--- src/rtl/bec_pkg.sv ---
package bec_pkg;

    typedef enum logic {
        W_IDLE = 1'b0,
        W_WAIT = 1'b1
    } watch_state_e;

    typedef enum logic {
        L_ARMED  = 1'b0,
        L_LOCKED = 1'b1
    } lock_state_e;

    localparam logic ETYPE_NOSLAVE = 1'b0;
    localparam logic ETYPE_ERRACK  = 1'b1;

    localparam logic [2:0] RSEL_CTRL = 3'd0;
    localparam logic [2:0] RSEL_ADDR = 3'd1;
    localparam logic [2:0] RSEL_DLO  = 3'd2;
    localparam logic [2:0] RSEL_DHI  = 3'd3;
    localparam logic [2:0] RSEL_ATTR = 3'd4;

    localparam int CTRL_RELEASE_BIT = 0;
    localparam int CTRL_IRQEN_BIT   = 1;

    localparam int ATTR_VALID_BIT = 0;
    localparam int ATTR_TYPE_BIT  = 1;
    localparam int ATTR_WRITE_BIT = 2;
    localparam int ATTR_SIZE_LSB  = 3;
    localparam int ATTR_MST_LSB   = 8;

endpackage

--- src/rtl/bec_watch.sv ---
module bec_watch
    import bec_pkg::*;
#(
    parameter int AW      = 32,
    parameter int MW      = 4,
    parameter int SW      = 2,
    parameter int DW      = 64,
    parameter int TIMEOUT = 8
) (
    input  logic          clk,
    input  logic          rst_n,
    input  logic          a_valid,
    input  logic [AW-1:0] a_addr,
    input  logic          a_write,
    input  logic [SW-1:0] a_size,
    input  logic [MW-1:0] a_master,
    input  logic          rsp_ready,
    input  logic          rsp_err,
    input  logic [DW-1:0] bus_data,
    output logic          evt,
    output logic          evt_type,
    output logic [AW-1:0] evt_addr,
    output logic          evt_write,
    output logic [SW-1:0] evt_size,
    output logic [MW-1:0] evt_master,
    output logic [DW-1:0] evt_data
);

    localparam int CW = $clog2(TIMEOUT + 1);
    localparam logic [CW-1:0] LAST = CW'(TIMEOUT - 1);

    watch_state_e  st, st_n;
    logic [CW-1:0] cnt;
    logic          ok_hit, err_hit, to_hit, ended;

    always_comb begin
        ok_hit  = (st == W_WAIT) && rsp_ready && !rsp_err;
        err_hit = (st == W_WAIT) && rsp_err;
        to_hit  = (st == W_WAIT) && !rsp_ready && !rsp_err && (cnt == LAST);
        ended   = (st == W_IDLE) || ok_hit || err_hit || to_hit;
    end

    always_comb begin
        st_n = st;
        unique case (st)
            W_IDLE: st_n = a_valid ? W_WAIT : W_IDLE;
            W_WAIT: if (ok_hit || err_hit || to_hit) st_n = a_valid ? W_WAIT : W_IDLE;
        endcase
    end

    always_ff @(posedge clk or negedge rst_n) begin
        if (!rst_n) st <= W_IDLE;
        else        st <= st_n;
    end

    always_ff @(posedge clk or negedge rst_n) begin
        if (!rst_n) begin
            cnt        <= '0;
            evt_addr   <= '0;
            evt_write  <= 1'b0;
            evt_size   <= '0;
            evt_master <= '0;
        end else if (ended && a_valid) begin
            cnt        <= '0;
            evt_addr   <= a_addr;
            evt_write  <= a_write;
            evt_size   <= a_size;
            evt_master <= a_master;
        end else if (st == W_WAIT) begin
            cnt <= cnt + 1'b1;
        end
    end

    always_comb begin
        evt      = err_hit || to_hit;
        evt_type = err_hit ? ETYPE_ERRACK : ETYPE_NOSLAVE;
        evt_data = bus_data;
    end

    p_errack_type_r1: assert property (@(posedge clk) disable iff (!rst_n)
        (st == W_WAIT && rsp_err) |-> (evt && evt_type == ETYPE_ERRACK));

    p_good_silent_r2: assert property (@(posedge clk) disable iff (!rst_n)
        (st == W_WAIT && rsp_ready && !rsp_err) |-> !evt);

    p_window_bound_r2: assert property (@(posedge clk) disable iff (!rst_n)
        (st == W_WAIT) |-> (cnt < CW'(TIMEOUT)));

    p_idle_quiet_r11: assert property (@(posedge clk) disable iff (!rst_n)
        (st == W_IDLE) |-> !evt);

endmodule

--- src/rtl/bec_lock.sv ---
module bec_lock
    import bec_pkg::*;
#(
    parameter int AW = 32,
    parameter int MW = 4,
    parameter int SW = 2,
    parameter int DW = 64
) (
    input  logic          clk,
    input  logic          rst_n,
    input  logic          evt,
    input  logic          evt_type,
    input  logic [AW-1:0] evt_addr,
    input  logic          evt_write,
    input  logic [SW-1:0] evt_size,
    input  logic [MW-1:0] evt_master,
    input  logic [DW-1:0] evt_data,
    input  logic          release_req,
    input  logic          irq_en,
    output logic          cap_valid,
    output logic          cap_type,
    output logic [AW-1:0] cap_addr,
    output logic          cap_write,
    output logic [SW-1:0] cap_size,
    output logic [MW-1:0] cap_master,
    output logic [DW-1:0] cap_data,
    output logic          srq,
    output logic          irq
);

    lock_state_e st, st_n;
    logic        capture_en;

    assign capture_en = evt && ((st == L_ARMED) || release_req);

    always_comb begin
        st_n = st;
        unique case (st)
            L_ARMED:  st_n = capture_en ? L_LOCKED : L_ARMED;
            L_LOCKED: st_n = capture_en ? L_LOCKED : (release_req ? L_ARMED : L_LOCKED);
        endcase
    end

    always_ff @(posedge clk or negedge rst_n) begin
        if (!rst_n) st <= L_ARMED;
        else        st <= st_n;
    end

    always_ff @(posedge clk or negedge rst_n) begin
        if (!rst_n) begin
            srq        <= 1'b0;
            irq        <= 1'b0;
            cap_type   <= 1'b0;
            cap_addr   <= '0;
            cap_write  <= 1'b0;
            cap_size   <= '0;
            cap_master <= '0;
            cap_data   <= '0;
        end else begin
            srq <= capture_en;
            irq <= capture_en && irq_en;
            if (capture_en) begin
                cap_type   <= evt_type;
                cap_addr   <= evt_addr;
                cap_write  <= evt_write;
                cap_size   <= evt_size;
                cap_master <= evt_master;
                cap_data   <= evt_data;
            end
        end
    end

    assign cap_valid = (st == L_LOCKED);

    p_hold_r6: assert property (@(posedge clk) disable iff (!rst_n)
        (st == L_LOCKED && !release_req) |=> ($stable(cap_addr) && $stable(cap_data) && !srq));

    p_release_r7: assert property (@(posedge clk) disable iff (!rst_n)
        (st == L_LOCKED && release_req && !evt) |=> !cap_valid);

    p_srq_pulse_r8: assert property (@(posedge clk) disable iff (!rst_n)
        capture_en |=> (srq && cap_valid));

    p_irq_gate_r9: assert property (@(posedge clk) disable iff (!rst_n)
        irq |-> srq);

endmodule

--- src/rtl/bec_regs.sv ---
module bec_regs
    import bec_pkg::*;
#(
    parameter int AW = 32,
    parameter int MW = 4,
    parameter int SW = 2,
    parameter int DW = 64,
    parameter int RW = 32
) (
    input  logic          clk,
    input  logic          rst_n,
    input  logic [2:0]    reg_sel,
    input  logic          reg_wr,
    input  logic [RW-1:0] reg_wdata,
    input  logic          cap_valid,
    input  logic          cap_type,
    input  logic [AW-1:0] cap_addr,
    input  logic          cap_write,
    input  logic [SW-1:0] cap_size,
    input  logic [MW-1:0] cap_master,
    input  logic [DW-1:0] cap_data,
    output logic          release_req,
    output logic          irq_en,
    output logic [RW-1:0] reg_rdata
);

    localparam int HW = DW / 2;

    logic          ctrl_wr;
    logic [RW-1:0] attr_word;
    logic          unused_wbits;

    assign ctrl_wr      = reg_wr && (reg_sel == RSEL_CTRL);
    assign release_req  = ctrl_wr && reg_wdata[CTRL_RELEASE_BIT];
    assign unused_wbits = ^reg_wdata[RW-1:2];

    always_ff @(posedge clk or negedge rst_n) begin
        if (!rst_n)       irq_en <= 1'b0;
        else if (ctrl_wr) irq_en <= reg_wdata[CTRL_IRQEN_BIT];
    end

    always_comb begin
        attr_word                          = '0;
        attr_word[ATTR_VALID_BIT]          = cap_valid;
        attr_word[ATTR_TYPE_BIT]           = cap_type;
        attr_word[ATTR_WRITE_BIT]          = cap_write;
        attr_word[ATTR_SIZE_LSB +: SW]     = cap_size;
        attr_word[ATTR_MST_LSB +: MW]      = cap_master;
    end

    always_comb begin
        reg_rdata = '0;
        case (reg_sel)
            RSEL_CTRL: reg_rdata[CTRL_IRQEN_BIT] = irq_en;
            RSEL_ADDR: reg_rdata = RW'(cap_addr);
            RSEL_DLO:  reg_rdata = RW'(cap_data[HW-1:0]);
            RSEL_DHI:  reg_rdata = RW'(cap_data[DW-1:HW]);
            RSEL_ATTR: reg_rdata = attr_word;
            default:   reg_rdata = '0;
        endcase
    end

    p_ctrl_readback_r9: assert property (@(posedge clk) disable iff (!rst_n)
        (reg_sel == RSEL_CTRL) |-> (reg_rdata[CTRL_RELEASE_BIT] == 1'b0));

endmodule

--- src/rtl/bus_err_capture.sv ---
module bus_err_capture
    import bec_pkg::*;
#(
    parameter int AW      = 32,
    parameter int MW      = 4,
    parameter int SW      = 2,
    parameter int DW      = 64,
    parameter int RW      = 32,
    parameter int TIMEOUT = 8
) (
    input  logic          clk,
    input  logic          rst_n,
    input  logic          mon_addr_valid,
    input  logic [AW-1:0] mon_addr,
    input  logic          mon_write,
    input  logic [SW-1:0] mon_size,
    input  logic [MW-1:0] mon_master,
    input  logic          mon_ready,
    input  logic          mon_err_ack,
    input  logic [DW-1:0] mon_data,
    input  logic [2:0]    reg_sel,
    input  logic          reg_wr,
    input  logic [RW-1:0] reg_wdata,
    output logic [RW-1:0] reg_rdata,
    output logic          srq,
    output logic          irq
);

    logic          evt, evt_type, evt_write;
    logic [AW-1:0] evt_addr;
    logic [SW-1:0] evt_size;
    logic [MW-1:0] evt_master;
    logic [DW-1:0] evt_data;

    logic          cap_valid, cap_type, cap_write;
    logic [AW-1:0] cap_addr;
    logic [SW-1:0] cap_size;
    logic [MW-1:0] cap_master;
    logic [DW-1:0] cap_data;

    logic          release_req, irq_en;

    bec_watch #(.AW(AW), .MW(MW), .SW(SW), .DW(DW), .TIMEOUT(TIMEOUT)) u_watch (
        .clk        (clk),
        .rst_n      (rst_n),
        .a_valid    (mon_addr_valid),
        .a_addr     (mon_addr),
        .a_write    (mon_write),
        .a_size     (mon_size),
        .a_master   (mon_master),
        .rsp_ready  (mon_ready),
        .rsp_err    (mon_err_ack),
        .bus_data   (mon_data),
        .evt        (evt),
        .evt_type   (evt_type),
        .evt_addr   (evt_addr),
        .evt_write  (evt_write),
        .evt_size   (evt_size),
        .evt_master (evt_master),
        .evt_data   (evt_data)
    );

    bec_lock #(.AW(AW), .MW(MW), .SW(SW), .DW(DW)) u_lock (
        .clk         (clk),
        .rst_n       (rst_n),
        .evt         (evt),
        .evt_type    (evt_type),
        .evt_addr    (evt_addr),
        .evt_write   (evt_write),
        .evt_size    (evt_size),
        .evt_master  (evt_master),
        .evt_data    (evt_data),
        .release_req (release_req),
        .irq_en      (irq_en),
        .cap_valid   (cap_valid),
        .cap_type    (cap_type),
        .cap_addr    (cap_addr),
        .cap_write   (cap_write),
        .cap_size    (cap_size),
        .cap_master  (cap_master),
        .cap_data    (cap_data),
        .srq         (srq),
        .irq         (irq)
    );

    bec_regs #(.AW(AW), .MW(MW), .SW(SW), .DW(DW), .RW(RW)) u_regs (
        .clk         (clk),
        .rst_n       (rst_n),
        .reg_sel     (reg_sel),
        .reg_wr      (reg_wr),
        .reg_wdata   (reg_wdata),
        .cap_valid   (cap_valid),
        .cap_type    (cap_type),
        .cap_addr    (cap_addr),
        .cap_write   (cap_write),
        .cap_size    (cap_size),
        .cap_master  (cap_master),
        .cap_data    (cap_data),
        .release_req (release_req),
        .irq_en      (irq_en),
        .reg_rdata   (reg_rdata)
    );

endmodule

--- config.mk ---
export PLATFORM = sky130hd
export DESIGN_NAME = bus_err_capture
export DESIGN_NICKNAME = d
export VERILOG_FILES = /design/src/rtl/bec_pkg.sv /design/src/rtl/bec_watch.sv /design/src/rtl/bec_lock.sv /design/src/rtl/bec_regs.sv /design/src/rtl/bus_err_capture.sv
export SDC_FILE = /design/constraint.sdc
export NUM_CORES = 1
export LEC_CHECK = 0
export BUFFER_PORTS_ARGS = -buffer_cell sky130_fd_sc_hd__clkbuf_2
export CAP_MARGIN = 20
export CORE_MARGIN = 2
export CORE_UTILIZATION = 41
export DETAILED_ROUTE_END_ITERATION = 16
export SETUP_SLACK_MARGIN = 0.15
export SLEW_MARGIN = 40
export SYNTH_ARGS = -nofsm -noshare
export SYNTH_HDL_FRONTEND = slang
export SYNTH_SLANG_ARGS = --single-unit
export TNS_END_PERCENT = 30
--- constraint.sdc ---
create_clock -name clk -period 4 [get_ports clk]
set_clock_uncertainty 0.05 [all_clocks]
set_input_delay 0 -clock clk [delete_from_list [all_inputs] [get_ports clk]]
set_output_delay 0 -clock clk [all_outputs]
set_load 0.02 [all_outputs]
# Word level (Yosys, flattened, before mapping)
# Index checks and enable logic that the tools add are counted.
[op_classes] addsub=1 reduce_logical=22 eq_ne=5 n_bitwise=2 muxes=13
[ops] op="30-bit case mux with 4 select lines" count=1
[ops] op="1-bit logical AND" count=11
[ops] op="4-bit two-way mux" count=2
[ops] op="1-bit logical OR" count=7
[ops] op="3-bit by 2-bit equality test with 1-bit output, second input constant" count=2
[ops] op="1-bit two-way mux" count=6
[ops] op="1-bit case mux with 5 select lines" count=1
[ops] op="4-bit by 1-bit adder with 4-bit output, second input constant" count=1
[ops] op="4-bit by 3-bit equality test with 1-bit output, second input constant" count=1
[ops] op="1-bit case mux with 2 select lines" count=2
[ops] op="1-bit case mux with 4 select lines" count=1
[ops] op="3-bit by 1-bit equality test with 1-bit output, second input constant" count=1
[ops] op="3-bit equality test, second input constant" count=1
[ops] op="3-bit logical NOT" count=1
[ops] op="1-bit logical NOT" count=2
[ops] op="1-bit inverter" count=2
[ops] op="2-bit nonzero test" count=1
[word_totals] reg_bits=152 word_cells=59 in_bits=144 output_inout_bits=34

# Depth between registers and ports, before layout
# Gate-level depths: netlist (run 1).
[depth] depth_word=8 depth_mapped=8 ltp_nobuf=5

# Hierarchy
# From an unflattened synthesis (run 1), not the netlist that was laid out.
[hier_totals] cells_unflattened=530 area_unflattened_um2=7614.8
[modules_own_cells] mod="bec_lock" area_per_inst_um2=4171.5 instances=1 seq_area_each_um2=2677.6 cells_each=227
[modules_own_cells] mod="bec_watch" area_per_inst_um2=2278.4 instances=1 seq_area_each_um2=1101.1 cells_each=182
[modules_own_cells] mod="bec_regs" area_per_inst_um2=1164.9 instances=1 seq_area_each_um2=25.0 cells_each=121

# Worst setup path after synthesis (run 1)
# Ideal clock, no wire load.
[synth_timing] kind="reg2reg" from="register u_watch.cnt[0]" to="register u_watch.evt_addr[28]" path_buffers=2 synth_period_minus_slack_ps=1900 setup_slack_ps=2100 stages_incl_launch_ff=8 arrival_ps=1725 setup_ps=125 t_required_ps=3825 cell_sequence="dfrtp_1 ha_1 nand2_1 o211ai_1 nand2_1 buf_2 buf_2 mux2_2"
[synth_between] elab_chain_len=4
[synth_rtl] element="start, declared" line="bec_watch.sv:33" source="logic [CW-1:0] cnt;"
[synth_rtl] element="start signal, assigned" line="bec_watch.sv:70" source="cnt <= cnt + 1'b1;"
[synth_rtl] element="4-bit by 3-bit equality test with 1-bit output" line="bec_watch.sv:39" source="to_hit = (st == W_WAIT) && !rsp_ready && !rsp_err && (cnt == LAST);"
[synth_rtl] element="1-bit logical AND" line="bec_watch.sv:39"
[synth_rtl] element="1-bit logical OR" line="bec_watch.sv:40" source="ended = (st == W_IDLE) || ok_hit || err_hit || to_hit;"
[synth_rtl] element="1-bit logical AND" line="bec_watch.sv:63" source="end else if (ended && a_valid) begin"
[synth_rtl] element="end signal, assigned" line="bec_watch.sv:65" source="evt_addr <= a_addr;"
[synth_rtl] element="end, declared" line="bec_watch.sv:22" source="output logic [AW-1:0] evt_addr,"
# Every way passes these cells.
# A chain may end at the register's enable or synchronous reset.

# Worst setup path in the final report (run 1)
[layout_timing] from="register u_watch.cnt[0]" to="register u_lock.cap_addr[19]"
[layout_between] elab_chain_len=4
[layout_rtl] element="4-bit by 3-bit equality test with 1-bit output" line="bec_watch.sv:39"
[layout_rtl] element="1-bit logical AND" line="bec_watch.sv:39"
[layout_rtl] element="1-bit logical OR" line="bec_watch.sv:75" source="evt = err_hit || to_hit;"
[layout_rtl] element="1-bit logical AND" line="bec_lock.sv:34" source="assign capture_en = evt && ((st == L_ARMED) || release_req);"
[layout_rtl] element="end signal, assigned" line="bec_lock.sv:64" source="cap_addr <= evt_addr;"
[layout_rtl] element="end, declared" line="bec_lock.sv:22" source="output logic [AW-1:0] cap_addr,"
# Every way passes these cells.

==> reports/results.ini, run 1 <==
[timing]
hold_viol = 0
fmax_ghz = 0.4252
final_clock_period_utilization_by_the_worst_path = 0.5879
finalWorstPathRequiredPeriod_ns = 2.352
report.final.setup_viol = 0
maxSlewHeadroom = 0.5228
fin_setup_tns_ns = 0
worst-slew-pin-transition_ns = 0.7143
finalMaxSlewViolations = 0
unrepaired_setup_endpoints_after_global_routing = false

[pwr]
total_switching_power_mw = 1.266
power.share.switching = 0.2586
combinationalPowerShare = 0.220
p_seq_frac = 0.460
cellPowerDensity_mw_per_mm2 = 534.2
power_leakage_nw = 4.166
pwr-share-clk = 0.320
irDropWorstVdd_v = 0.0003152
power_report.internal_total_mw = 3.631

[setup_path]
path_class = reg -> reg
timing.rr.start = u_watch.cnt[0]
critical_path_arrival_ns = 2.61
critical_path_peak_fanout = 106
r2r_setup_slack_ns = 1.65
critical_path.endpoint_type = flip-flop
cp-start-kind = flip-flop
worst_r2r_endpoint = u_lock.cap_addr[19]
worst-r2r-cell-count = 6
timing.critical_path.required_ns = 4.25

[detailed_routing]
detail_route.wl_per_cell_um = 16.45
drt.antenna.violating_nets = 0
route.final.wire_length_mm = 15.46
drt-initial-drc-count = 168
drc = 0
routed_via_density = 4.941
dr_total_vias = 4645
number_of_optimization_iterations_in_the_first_detailed_route_pass = 4

[yosys]
synth_top_area_cell = dfrtp_1
sequential_fraction_of_the_synthesis_area = 0.5766
synthesis.nets = 608
compound_gate_fraction_of_synth_area = 0.05615
yosys.area_share.simple = 0.03016
netlist_top_cells_area = dfrtp_1 (58%), mux2_2 (22%), mux2_1 (6.3%), a22oi_1 (3.8%), nor2_1 (1.5%)
netlist_instances = 463
synthAdderAreaFrac = 0.001897
yosys.area_share.xor_xnor = 0.003983
main_combinational_cell_family_by_area_after_synthesis = multiplexers
yosys_warnings = 0
synth_cell_types = 30
muxShareOfSynthArea = 0.2972
syn_area_mm2 = 0.006596
mean_syn_cell_area_um2 = 14.25
post-synth-top-area-fraction = 0.5766
number_of_register_bits_inferred_by_synthesis = 152

[cells_and_area]
fillCellCount = 1292
insertedDiodeCount = 0
drive_above_1_share = 0.4365
multi_input_area_mm2 = 0.002591
nNetsFinal = 857
seqCellArea_mm2 = 0.003804
mostFrequentLayoutCell = dfrtp_1
mostFrequentLayoutCells = dfrtp_1 (152), clkbuf_2 (146), mux2_2 (130), dlygate4sd3_1 (111), mux2_1 (37)
finalCoreUtilization = 0.5792
area_delta_synth_final_pct = 38.98

[floorplanning]
die_area_mm2 = 0.01712
initial_core_util = 0.4168
coreArea_mm2 = 0.01583
io_pins = 178
die_w_um = 130.8
number_of_placement_rows = 46
fp.dieH_um = 130.8

[clock_network]
worstSkewPairLatency_ns = 0.42
clk_path_buf_depth = 2
numCtsBuffers = 17
tritoncts_clock_tree = yes
clock_edge_transition_at_the_registers_on_the_reported_setup_and_hold_paths_ns = 0.06
clock_tree.htree_level_count = 4
cts_sinks = 152
ctsRootBufferMaster = clkbuf_16

[place]
gpl.final_weighted_congestion = 0.7760
io_buffers = 147
dp_hpwl_mm = 9.692

[worst_hold_path]
min_delay_endpoint = u_watch.st
hold_path_class = in -> reg
hold_depth = 4
worst_hold_path_startpoint = mon_ready

[global_route]
grt_overflow = 0
global_route_wire_length_before_repair_mm = 24.95
vias_in_the_first_global_route = 5059
gr-usage-all-layers = 0.1928
grt_start_max_net_pins = 107
antenna_violations_before_repair = 0

[job]
maxCapViolCount = 0

[outcome]
outcome = finished, final reports clean

synthesized netlist by cell type:
cell type	count
a21oi_1	3
nor2_1	27
mux2_1	37
and2_1	1
o21ai_0	4
nand3_1	1
o2111ai_1	1
xnor2_1	1
buf_8	3
dfrtp_1	152
o211ai_1	1
o22ai_1	10
mux2i_1	8
buf_6	1
ha_1	1
clkbuf_1	12
buf_12	1
inv_1	2
buf_2	4
xor2_1	2
nor4bb_1	1
a22oi_1	33
buf_4	7
mux2_2	130
nand2b_1	3
nand2_1	5
nor2b_1	4
o21ai_2	1
or4b_4	1
buf_1	6
critical path, stage by stage, from the launching register on:
cell	delay (ns)
dfrtp_1	0.40
ha_1	0.21
nor4bb_1	0.20
o21ai_0	0.19
nor2b_4	0.18
buf_12	0.42
mux2_2	0.42
how the worst max path moves through the flow:
stage | end | depth (start not counted) | slack, ns | from
CTS | u_watch.evt_addr[30] | 5 | 1.70 | u_watch.cnt[0]
floorplan | u_watch.evt_addr[28] | 7 | 2.10 | u_watch.cnt[0]
global placement | reg_rdata[16] | 6 | 1.40 | reg_sel[1]
finish | u_lock.cap_addr[19] | 6 | 1.65 | u_watch.cnt[0]
detailed placement | u_lock.cap_data[56] | 6 | 1.48 | reg_sel[1]
global route | u_watch.evt_addr[30] | 5 | 1.54 | u_watch.cnt[0]
registers in the layout, indices dropped and copies added (netlist names), 2 cells and up:
register,cells
u_lock.cap_addr,32
u_lock.cap_size,2
u_lock.cap_data,64
u_watch.evt_addr,32
u_watch.evt_master,4
u_watch.cnt,4
u_watch.evt_size,2
u_lock.cap_master,4
power by group through the flow:
stage | sequential, mW | combinational, mW | clock, mW
2_1_floorplan | 2.20 | 0.742 | 0
5_1_grt | 2.32 | 1.19 | 1.68
3_3_place_gp | 2.25 | 0.958 | 0
3_5_place_dp | 2.28 | 0.998 | 0
4_1_cts | 2.26 | 1.09 | 1.60
6_report | 2.25 | 1.08 | 1.57
through the flow:
| step | hold slack, ns | cells | setup WS [ns] | area (um^2) | power (mW) |
|---|---|---|---|---|---|
| finish | 0.07178 | 940 | 1.648 | 9168 | 4.898 |
| floorplan | -0.3456 | 463 | 2.100 | 6596 | 2.938 |
| global placement | 0.02619 | 798 | 1.398 | 7462 | 3.211 |
| global route | 0.09454 | 940 | 1.539 | 9168 | 5.186 |
| CTS | 0.05754 | 940 | 1.698 | 9168 | 4.953 |
| detailed placement | 0.03559 | 798 | 1.479 | 7472 | 3.283 |
what timing repair did:
action | 4_1_cts | 5_1_grt
hold buffers | 111 | 0
resized for setup | 0 | 0
buffers inserted | 0 | 0
endpoints found under the hold margin | 189 | 0
cell families after synthesis:
family,after synthesis
multiplexers,175
flip-flops,152
AO/OA/AOI/OAI,53
AND/OR/NAND/NOR,43
buffers and inverters,36
XOR/XNOR,3
adder cells (fa/ha/maj),1
layer usage:
layer  track usage  part of all wire  vias up
li1              -                 -     2166
met1        0.2302              0.43     2327
met2        0.3272              0.49      127
met3       0.05578             0.060       25
met4       0.08135             0.022        0
met5             0                 0        -
area by class of cell:
cell class                      count  share of cell area
Clock buffer                       24             0.05364
Clock inverter                      7             0.01010
Inverter                            2           0.0008189
Multi-Input combinational cell    275              0.2827
Sequential cell                   152              0.4149
Tap cell                          216             0.02948
Timing Repair Buffer              264              0.2084
Power figures use the tool's default switching activity.
==> run 2: changes to the inputs <==
- ABC_AREA: not set -> 1
- PLACE_DENSITY: not set -> 0.67
- clock period: 4 -> 1.9 ns (I/O delays scaled with it)
==> run 2 against run 1 <==
Effect of this change:
- final cell count is 40% higher
- power is 100% higher
- design area is 4.8% higher
- clock power is 110% higher
- critical path type unchanged
- largest power group unchanged
==> reports/results.ini, run 2 <==
[yosys]
yosys.area_share.xor_xnor = 0.001331  ; -0.002652
sequential_fraction_of_the_synthesis_area = 0.5781  ; +0.001425
main_combinational_cell_family_by_area_after_synthesis = simple AND/OR/NAND/NOR gates
most_numerous_cell_types_in_the_synthesized_netlist = nand2_1 (446), dfrtp_1 (152), nand3_1 (133)
number_of_flops_mapped_to_enable_cells_by_yosys = 0  ; unchanged
post-synth-top-count-cell = nand2_1
synth_top_area_cell = dfrtp_1
yosys_warnings = 0  ; unchanged
mean_syn_cell_area_um2 = 7.995  ; -44%
netlist_instances = 823  ; +78%
muxShareOfSynthArea = 0  ; -0.2972
yosys.area_share.simple = 0.3786  ; +0.3484
syn_area_mm2 = 0.006580  ; -0.25%
netlist_top_cells_area = dfrtp_1 (58%), nand2_1 (25%), nand3_1 (10%), buf_2 (2.1%), clkbuf_1 (1.3%)
asyncSetResetFlopFracSynth = 1.000  ; unchanged
synthesis.nets = 968  ; +59%
synth_cell_types = 14  ; -53%
compound_gate_fraction_of_synth_area = 0.0007606  ; -0.05539
post-synth-top-area-fraction = 0.5781  ; +0.001425
number_of_register_bits_inferred_by_synthesis = 152  ; unchanged
synthFlopType = dfrtp_1
synthAdderAreaFrac = 0.001902  ; +0.000004689

[cells_and_area]
drive_above_1_share = 0.1995  ; -0.2370
final_design_area_no_fill_mm2 = 0.009604  ; +4.8%
nNetsFinal = 1225  ; +43%
largest_register_ffs = 64  ; unchanged
multi_input_area_mm2 = 0.002584  ; -0.29%
mostFrequentLayoutCell = nand2_1
finalCoreUtilization = 0.6090  ; +0.02980
biggestRegsByFlops = u_lock.cap_data: 64 flops, u_lock.cap_addr: 32 flops, u_watch.evt_addr: 32 flops
mostFrequentLayoutCells = nand2_1 (445), dfrtp_1 (152), clkbuf_2 (146), nand3_1 (133), dlygate4sd3_1 (111)
fillCellCount = 1403  ; +8.6%
largest-register = u_lock.cap_data
seqCellArea_mm2 = 0.003804  ; unchanged
area_delta_synth_final_pct = 45.96

[floorplanning]
coreArea_mm2 = 0.01577  ; -0.36%
number_of_placement_rows = 46  ; unchanged
initial_core_util = 0.4172  ; +0.0004896
io_pins = 178  ; unchanged
die_area_mm2 = 0.01708  ; -0.24%
fp.dieH_um = 130.7  ; -0.12%
die_w_um = 130.7  ; -0.12%

[pwr]
total_power_mw = 9.777  ; +100%
irDropWorstVdd_v = 0.0007154  ; +130%
cellPowerDensity_mw_per_mm2 = 1018  ; +91%
power_leakage_nw = 5.157  ; +24%

[timing]
maxSlewHeadroom = 0.6806  ; +0.1578
fmax_ghz = 0.6060  ; +43%
fin_setup_tns_ns = 0  ; unchanged
hold_viol = 0  ; unchanged
report.final.setup_viol = 0  ; unchanged
final_clock_period_utilization_by_the_worst_path = 0.8685  ; +0.2806
finalMaxSlewViolations = 0  ; unchanged
unrepaired_setup_endpoints_after_global_routing = false
hold-worst-slack_ns = 0.04900  ; -0.02278 ns
finalWorstPathRequiredPeriod_ns = 1.650  ; -0.7015 ns
worst-slew-pin-transition_ns = 0.4791  ; -0.2353 ns

[place]
dp_hpwl_mm = 11.78  ; +22%
io_buffers = 147  ; unchanged
dpl-instance-area_mm2 = 0.007649  ; +2.4%
gpl.final_weighted_congestion = 0.8748  ; +13%

[detailed_routing]
drt-initial-drc-count = 465  ; +180%
routed_via_density = 4.857  ; -1.7%
route.final.wire_length_mm = 20.37  ; +32%
detail_route.wl_per_cell_um = 15.52  ; -5.6%
drt.antenna.violating_nets = 0  ; unchanged
drc = 0  ; unchanged
number_of_optimization_iterations_in_the_first_detailed_route_pass = 5  ; +1
dr_total_vias = 6373  ; +37%

[clock_network]
worstSkewPairLatency_ns = 0.41  ; about the same
ctsRootBufferMaster = clkbuf_16
clock_edge_transition_at_the_registers_on_the_reported_setup_and_hold_paths_ns = 0.06  ; about the same
clock_tree.htree_level_count = 4  ; unchanged
numCtsBuffers = 17  ; unchanged
cts_sinks = 152  ; unchanged
clk_path_buf_depth = 2  ; unchanged
tritoncts_clock_tree = yes

[global_route]
antenna_violations_before_repair = 2  ; +2
vias_in_the_first_global_route = 5959  ; +18%
global_route_wire_length_before_repair_mm = 29.83  ; +20%
grt_overflow = 0  ; unchanged
grt_start_max_net_pins = 61  ; -43%
gr-usage-all-layers = 0.2280  ; +0.03525

[setup_path]
crit_path_max_incr_delay_ns = 0.39  ; -0.03 ns
path_class = reg -> reg
cpMostUsedCell = nand2_1
crit_path_top_delay_cell = dfrtp_1
timing.critical_path.required_ns = 2.15  ; -2.10 ns
worstPathCellList = ha_2 > nand2_1 > nor2_2 > nand2_2 > nand2_8 > nand2_8 > clkbuf_16 > nand2_1 > nand2_1
critical_path_arrival_ns = 1.90  ; -0.71 ns
cp-start-kind = flip-flop
critical_path.endpoint_type = flip-flop
critical_path_peak_fanout = 8  ; -92%

[outcome]
outcome = finished, final reports clean

[worst_hold_path]
hold_path_class = in -> async

[job]
maxCapViolCount = 0  ; unchanged

-- run 2: critical path: cells and delay by family, from the launching register on --
family	cells	cell delay [ns]
buf+inv	1	0.21
fa+ha+maj	1	0.21
simple gates	7	0.67
flops	1	0.39
-- run 2: layout make-up --
cell class,count,share of cell area
flip-flops and latches,152,0.3960
diodes,3,0.0007817
multi-input cells,612,0.2690
clock inverters,8,0.007035
well taps,216,0.02814
repair buffers,287,0.2418
inverters,10,0.003908
clock buffers,24,0.05328
-- run 2: metal layers --
layer	GRT usage	wire, um	up-vias
li1	-	-	3126
met1	0.3262	9248	2968
met2	0.3306	9339	238
met3	0.05252	1180	41
met4	0.1064	600	0
met5	0	0	-
-- run 2: cells by family (layout without fill, tap and decap cells) --
group / Yosys count / after routing
other: 0 / 3
flip-flops: 152 / 152
adder cells (fa/ha/maj): 1 / 1
buffers and inverters: 60 / 329
AND/OR/NAND/NOR: 608 / 609
AO/OA/AOI/OAI: 1 / 1
XOR/XNOR: 1 / 1
-- run 2: power by group --
part | switching, mW | internal [mW] | total, mW
Clock | 1.26 | 2.00 | 3.26
Sequential | 0.505 | 4.12 | 4.63
Combinational | 1.08 | 0.810 | 1.89
-- run 2: final timing paths --
path / start / to / slack [ns] / cells after the start
worst max-delay path: u_watch.cnt[0] / u_lock.cap_size[0] / 0.25 / 9
worst min-delay path: rst_n / u_watch.evt_addr[0] / 0.05 / 2
worst max register to register: u_watch.cnt[0] / u_lock.cap_size[0] / 0.25 / 9
worst min register to register: u_lock.cap_data[14] / u_lock.cap_data[14] / 0.42 / 2
max in group asynchronous: rst_n / u_lock.cap_data[16] / 1.07 / 3
min in group clk: reg_wdata[0] / u_lock.cap_valid / 0.18 / 4
-- run 2: what timing repair did --
action | in CTS | in global routing
hold buffers | 111 | 0
gates resized for setup | 0 | 8
buffers inserted | 0 | 1
setup endpoints to repair | 0 | 45
endpoints found under the hold margin | 261 | 0
-- run 2: per-stage QoR --
| stage | worst slack, ns | instances |
|---|---|---|
| after floorplan | 0.3553 | 823 |
| after global placement | 0.2876 | 1154 |
| after detailed placement | 0.2600 | 1154 |
| after CTS | 0.2401 | 1297 |
| after global routing | 0.1459 | 1311 |
| final | 0.2498 | 1312 |
